$ cat config.mk
export PLATFORM = sky130hd
export DESIGN_NAME = vec_addr_gen
export DESIGN_NICKNAME = d
export VERILOG_FILES = /design/src/rtl/vag_pkg.sv /design/src/rtl/vag_elem_seq.sv /design/src/rtl/vag_bank_timers.sv /design/src/rtl/vec_addr_gen.sv
export SDC_FILE = /design/constraint.sdc
export NUM_CORES = 1
export LEC_CHECK = 0
export BUFFER_PORTS_ARGS = -buffer_cell sky130_fd_sc_hd__buf_2
export CORE_MARGIN = 2
export CORE_UTILIZATION = 50
export CTS_CLUSTER_SIZE = 25
export DETAILED_ROUTE_END_ITERATION = 7
export GPL_ROUTABILITY_DRIVEN = 0
export GPL_TIMING_DRIVEN = 1
export PLACE_DENSITY = 0.81
export RECOVER_POWER = 25
export SYNTH_ARGS = -nofsm -noshare
export SYNTH_HDL_FRONTEND = slang
export SYNTH_SLANG_ARGS = --single-unit
$ cat constraint.sdc
create_clock -name clk -period 3.2 [get_ports clk]
set_clock_uncertainty 0.1 [all_clocks]
set_input_delay 0.48 -clock clk [delete_from_list [all_inputs] [get_ports clk]]
set_output_delay 0.48 -clock clk [all_outputs]
set_load 0.05 [all_outputs]
$ cat src/rtl/vag_pkg.sv
package vag_pkg;
  typedef enum logic [1:0] {
    VAG_UNIT   = 2'b00,
    VAG_STRIDE = 2'b01,
    VAG_INDEX  = 2'b10,
    VAG_INDEX2 = 2'b11
  } vag_mode_e;

  function automatic logic is_index(vag_mode_e m);
    return m[1];
  endfunction
endpackage

$ cat src/rtl/vag_elem_seq.sv
module vag_elem_seq
  import vag_pkg::*;
#(
  parameter int AW = 16,
  parameter int SW = 8,
  parameter int IW = 8,
  parameter int LW = 8
) (
  input  logic          clk,
  input  logic          rst,
  input  logic          load_i,
  input  logic [AW-1:0] base_i,
  input  logic [SW-1:0] stride_i,
  input  logic [LW-1:0] len_i,
  input  vag_mode_e     mode_i,
  input  logic          step_i,
  input  logic [IW-1:0] idx_data_i,
  output logic [AW-1:0] addr_o,
  output logic [AW-1:0] inc_o,
  output logic          last_o,
  output logic          index_mode_o
);
  logic [AW-1:0] base_q, inc_q, run_q;
  logic [LW-1:0] cnt_q, len_q;
  logic          idx_q;
  logic [AW-1:0] idx_ext, stride_ext;

  assign stride_ext = {{(AW-SW){stride_i[SW-1]}}, stride_i};
  assign idx_ext    = {{(AW-IW){idx_data_i[IW-1]}}, idx_data_i};

  always_ff @(posedge clk) begin
    if (rst) begin
      base_q <= '0;
      inc_q  <= '0;
      run_q  <= '0;
      cnt_q  <= '0;
      len_q  <= '0;
      idx_q  <= 1'b0;
    end else if (load_i) begin
      base_q <= base_i;
      run_q  <= base_i;
      cnt_q  <= '0;
      len_q  <= len_i;
      idx_q  <= is_index(mode_i);
      case (mode_i)
        VAG_UNIT:   inc_q <= AW'(1);
        VAG_STRIDE: inc_q <= stride_ext;
        default:    inc_q <= '0;
      endcase
    end else if (step_i) begin
      run_q <= run_q + inc_q;
      cnt_q <= cnt_q + LW'(1);
    end
  end

  assign addr_o       = idx_q ? (base_q + idx_ext) : run_q;
  assign inc_o        = inc_q;
  assign last_o       = (cnt_q == (len_q - LW'(1)));
  assign index_mode_o = idx_q;
endmodule

$ cat src/rtl/vag_bank_timers.sv
module vag_bank_timers #(
  parameter int NB  = 8,
  parameter int BTW = 4,
  localparam int BB = $clog2(NB)
) (
  input  logic           clk,
  input  logic           rst,
  input  logic [BB-1:0]  sel_i,
  input  logic           load_i,
  input  logic [BTW-1:0] val_i,
  output logic           free_o
);
  logic [NB-1:0] zero;

  for (genvar g = 0; g < NB; g++) begin : g_bank
    logic [BTW-1:0] tmr;
    always_ff @(posedge clk) begin
      if (rst)
        tmr <= '0;
      else if (load_i && (sel_i == BB'(g)))
        tmr <= val_i;
      else if (tmr != '0)
        tmr <= tmr - BTW'(1);
    end
    assign zero[g] = (tmr == '0);
  end

  assign free_o = zero[sel_i];
endmodule

$ cat src/rtl/vec_addr_gen.sv
module vec_addr_gen
  import vag_pkg::*;
#(
  parameter int AW  = 16,
  parameter int SW  = 8,
  parameter int IW  = 8,
  parameter int LW  = 8,
  parameter int NB  = 8,
  parameter int BTW = 4,
  localparam int BB = $clog2(NB)
) (
  input  logic           clk,
  input  logic           rst,
  input  logic           start,
  input  logic [1:0]     cfg_mode,
  input  logic [AW-1:0]  cfg_base,
  input  logic [SW-1:0]  cfg_stride,
  input  logic [LW-1:0]  cfg_len,
  input  logic [BTW-1:0] cfg_busy,
  input  logic           idx_valid,
  input  logic [IW-1:0]  idx_data,
  output logic           idx_ready,
  output logic           out_valid,
  output logic [AW-1:0]  out_addr,
  output logic [BB-1:0]  out_bank,
  output logic           stall,
  output logic           done
);
  logic           active_q;
  logic [BTW-1:0] busy_q;
  logic           load, issue, conflict, avail, bank_free;
  logic [AW-1:0]  cand_addr, step_inc;
  logic [BB-1:0]  cand_bank;
  logic           last_elem, index_mode;
  logic [BTW-1:0] recov;

  assign load = start && !active_q && (cfg_len != '0);

  vag_elem_seq #(.AW(AW), .SW(SW), .IW(IW), .LW(LW)) u_seq (
    .clk          (clk),
    .rst          (rst),
    .load_i       (load),
    .base_i       (cfg_base),
    .stride_i     (cfg_stride),
    .len_i        (cfg_len),
    .mode_i       (vag_mode_e'(cfg_mode)),
    .step_i       (issue),
    .idx_data_i   (idx_data),
    .addr_o       (cand_addr),
    .inc_o        (step_inc),
    .last_o       (last_elem),
    .index_mode_o (index_mode)
  );

  assign cand_bank = cand_addr[BB-1:0];
  assign recov     = (busy_q == '0) ? '0 : (busy_q - BTW'(1));

  vag_bank_timers #(.NB(NB), .BTW(BTW)) u_tmr (
    .clk    (clk),
    .rst    (rst),
    .sel_i  (cand_bank),
    .load_i (issue),
    .val_i  (recov),
    .free_o (bank_free)
  );

  assign avail     = active_q && (!index_mode || idx_valid);
  assign issue     = avail && bank_free;
  assign conflict  = avail && !bank_free;
  assign idx_ready = active_q && index_mode && bank_free;

  always_ff @(posedge clk) begin
    if (rst) begin
      active_q  <= 1'b0;
      busy_q    <= '0;
      out_valid <= 1'b0;
      out_addr  <= '0;
      out_bank  <= '0;
      stall     <= 1'b0;
      done      <= 1'b0;
    end else begin
      if (load) begin
        active_q <= 1'b1;
        busy_q   <= cfg_busy;
      end else if (issue && last_elem) begin
        active_q <= 1'b0;
      end
      out_valid <= issue;
      stall     <= conflict;
      done      <= (issue && last_elem) ||
                   (start && !active_q && (cfg_len == '0));
      if (issue) begin
        out_addr <= cand_addr;
        out_bank <= cand_bank;
      end
    end
  end
endmodule

==> impl_metrics.py <==
metrics = {
    "outcome": {
        "status": "completed",
    },
    "final_layout": {
        "area_growth_pct": 18.5,
        "antenna_cells": 0,
        "drive_gt1_share_pct": 13.6,
        "nFillCells": 1244,
        "nNetsFinal": 1050,
        "final_core_util_pct": 59.8,
    },
    "die": {
        "dieArea_um2": 14800,
        "io_pins": 73,
        "die_w_um": 122,
        "rows": 43,
        "initial_core_util_pct": 50.5,
        "die_h_um": 122,
        "fp.coreArea_um2": 13700,
    },
    "synthesis": {
        "synth_seq_cells": 113,
        "synth_mux_area_share_pct": 4.59,
        "syn_inst": 875,
        "syn_avg_cell_area_um2": 7.91,
        "synth-edff-count": 0,
        "synthAdderAreaFrac_pct": 9.25,
        "synthFlopType": "dfxtp_1",
        "yosys.area_share.simple_pct": 20.7,
        "synth.distinct_cells": 61,
        "async_flop_share_pct": 0,
        "synth_area_um2": 6930,
        "seq_area_frac_synth_pct": 32.7,
        "synth_xor_xnor_area_share_pct": 5.56,
        "synth_top_family_by_area": "compound AO/OA/AOI/OAI gates",
        "ys_warn_count": 0,
        "synth_compound_area_share_pct": 22.3,
        "synth_nets": 975,
    },
    "power_and_ir_drop": {
        "ir_drop_v": 0.000456,
        "total_power_mw": 6.30,
        "leakage_nw": 3.35,
        "p_per_area_nw_per_um2": 768,
    },
    "global_routing": {
        "grt_pass1_vias": 6319,
        "track_usage_pct": 25.1,
        "grt_max_degree": 87,
        "grt_antenna_before_repair": 0,
        "overflow": 0,
        "grt_pass1_wl_um": 29500,
    },
    "clock_tree": {
        "clock_path_buffers": 2,
        "clkSinkCount": 113,
        "clk_latency_ps": 410,
        "cts_made_buffers": 17,
        "clk_pin_slew_worst_paths_ps": 60,
        "cts_tree": "done",
        "ctsHoldBuffers": 0,
        "htree_levels": 4,
        "cts_root_buf": "clkbuf_16",
    },
    "setup_path": {
        "path_class": "reg2out",
        "cp_slowest_cell": "fa_1",
        "crit_fanout": 6,
        "critPathLaunchType": "flip-flop",
        "cp.arrival_ps": 2610,
        "crit_path_end_kind": "primary output",
        "crit_required_ps": 2620,
        "slowest_delay_ps": 430,
        "path_cells": "ha_4 -> fa_1 -> mux2_4 -> mux2i_2 -> mux2i_2 -> mux2_4 -> and3_4 -> buf_8",
    },
    "routing": {
        "first_pass_iters": 5,
        "final_antenna_net_count": 0,
        "dr_total_vias": 6637,
        "drc": 0,
        "totalWireLength_um": 18200,
        "drt-initial-drc-count": 416,
        "drt-wirelength-per-cell_um": 15.9,
        "avgViaCountPerCell": 5.81,
    },
    "sta": {
        "rsz0062_at_grt": "true",
        "fmax_mhz": 313,
        "holdWs_ps": 205,
        "slew_violations": 0,
        "finalSetupTns_ps": 0,
        "hold_violations": 0,
        "period_needed_ps": 3190,
        "worstMarginPinSlew_ps": 1330,
        "relSlewSlack_pct": 11.0,
        "fin_crit_sh_pct": 99.7,
        "setup-violations-final": 0,
    },
    "min_path": {
        "worstHoldPathType": "in2reg",
    },
    "flow_run": {
        "cap_viol_max_count": 0,
    },
    "placement": {
        "dpl.hpwl_um": 12800,
        "io_buffers": 72,
    },
}
==> placed cells by master (no fill, tap or decap), types with 4 or more instances in the layout <==
| master | netlist | layout |
|---|---|---|
| o211ai_1 | 7 | 7 |
| clkbuf_16 | 0 | 17 |
| nor2b_1 | 12 | 11 |
| inv_1 | 30 | 30 |
| and2_1 | 7 | 7 |
| o21ai_1 | 17 | 16 |
| mux2i_2 | 3 | 4 |
| dfxtp_1 | 113 | 112 |
| clkinv_4 | 0 | 4 |
| and3_1 | 20 | 19 |
| o21ai_0 | 29 | 29 |
| nor3_1 | 18 | 18 |
| o21a_1 | 4 | 4 |
| clkbuf_1 | 37 | 23 |
| xnor2_1 | 34 | 34 |
| nor2_1 | 63 | 63 |
| o22a_1 | 7 | 7 |
| nand4_1 | 5 | 5 |
| nand3_1 | 20 | 20 |
| a21oi_1 | 105 | 105 |
| nand2b_1 | 5 | 5 |
| a211oi_1 | 17 | 17 |
| a31oi_1 | 17 | 17 |
| nand2_1 | 116 | 116 |
| buf_2 | 5 | 48 |
| mux2i_1 | 22 | 21 |
| or3_1 | 16 | 16 |
| or4_1 | 6 | 6 |
| a21o_1 | 13 | 13 |
| a211o_1 | 5 | 5 |
| o31ai_1 | 6 | 6 |
| buf_4 | 6 | 29 |
| xor2_1 | 10 | 10 |
| nor3b_1 | 9 | 9 |
| ha_1 | 48 | 47 |
==> worst max-delay path, delay by kind of cell, from the launching register on <==
family | cells | cell delay (ps)
muxes | 4 | 930
adders and majority gates | 2 | 590
DFF | 1 | 330
and+or+nand+nor | 1 | 190
buffers and inverters | 1 | 140
==> stage by stage <==
step	setup WS (ps)	instance area, µm²	instances
after CTS	3.96	8220	1142
after global routing	-87.5	8210	1143
after detailed placement	-128	7580	1108
final	8.63	8210	1143
after floorplan	29.1	6930	875
after global placement	-63.7	7580	1108
==> kinds of logic after synthesis <==
family | count (synthesis)
xor gates and xnor gates | 44
adders and majority gates | 50
AOI/OAI and AO/OA | 253
buffers and inverters | 81
and+or+nand+nor | 304
muxes | 30
DFF | 113
==> layer usage <==
layer	track usage (%)	share of wire, %	up-vias
li1	-	-	3282
met1	30.3	43	3117
met2	43.2	49	201
met3	5.34	5.3	37
met4	11.1	2.7	0
met5	0	0	-
==> cell usage after synthesis, drive strengths merged, types with 6 or more instances <==
cell type | count | area, µm²
a21o | 13 | 97.6
mux2i | 25 | 262
a21oi | 105 | 526
nor2 | 63 | 236
xnor2 | 34 | 298
nand3 | 20 | 100
or4 | 6 | 45.0
or3 | 16 | 100
a31oi | 17 | 106
o31ai | 6 | 45.0
nor2b | 12 | 75.1
o22a | 7 | 61.3
clkbuf | 37 | 139
buf | 12 | 81.3
ha | 48 | 601
inv | 31 | 116
xor2 | 10 | 87.6
nand2 | 116 | 435
nor3 | 18 | 90.1
a211oi | 17 | 128
and2 | 7 | 43.8
nor3b | 9 | 67.6
o21ai | 46 | 230
o211ai | 7 | 52.6
dfxtp | 113 | 2260
and3 | 20 | 125
==> cell type report <==
type	count	area (µm²)	share of cell area [%]
multi-input combinational	681	4370	53.2
sequential	113	2260	27.6
timing repair buffer	105	624	7.61
clock buffer	17	425	5.18
tap	180	225	2.74
clock inverter	15	184	2.24
inverter	32	120	1.46
==> worst paths after layout <==
check,startpoint,endpoint,slack [ps],cells after the start
setup / recovery,u_seq.base_q[0],idx_ready,9,8
hold / removal,cfg_busy[2],busy_q[2],210,3
setup reg to reg,u_seq.base_q[0],u_seq.cnt_q[4],270,12
hold reg to reg,u_seq.base_q[7],u_seq.base_q[7],360,2
==> registers in the layout, summed over array words and instances, names as in the netlist <==
signal and count:
u_seq.run_q 16, u_seq.len_q 8, out_addr 16, u_seq.index_mode_o 1, done 1, u_seq.base_q 16, busy_q 4, stall 1
u_tmr.g_bank.tmr 32, out_valid 1, u_seq.cnt_q 8, active_q 1, u_seq.inc_o 8
==> what timing repair did <==
action	4_1_cts	5_1_grt
hold endpoints to repair	0	0
resized for setup	6	5
setup buffers	2	1
endpoints found under the setup margin	1	1
==> report_power, final <==
group | internal (mW) | switching, mW | leakage, nW
logic | 1.11 | 1.35 | 2.13
clock network | 1.23 | 0.718 | 0.290
registers | 1.67 | 0.217 | 0.928
(Power assumes the default switching activity.)
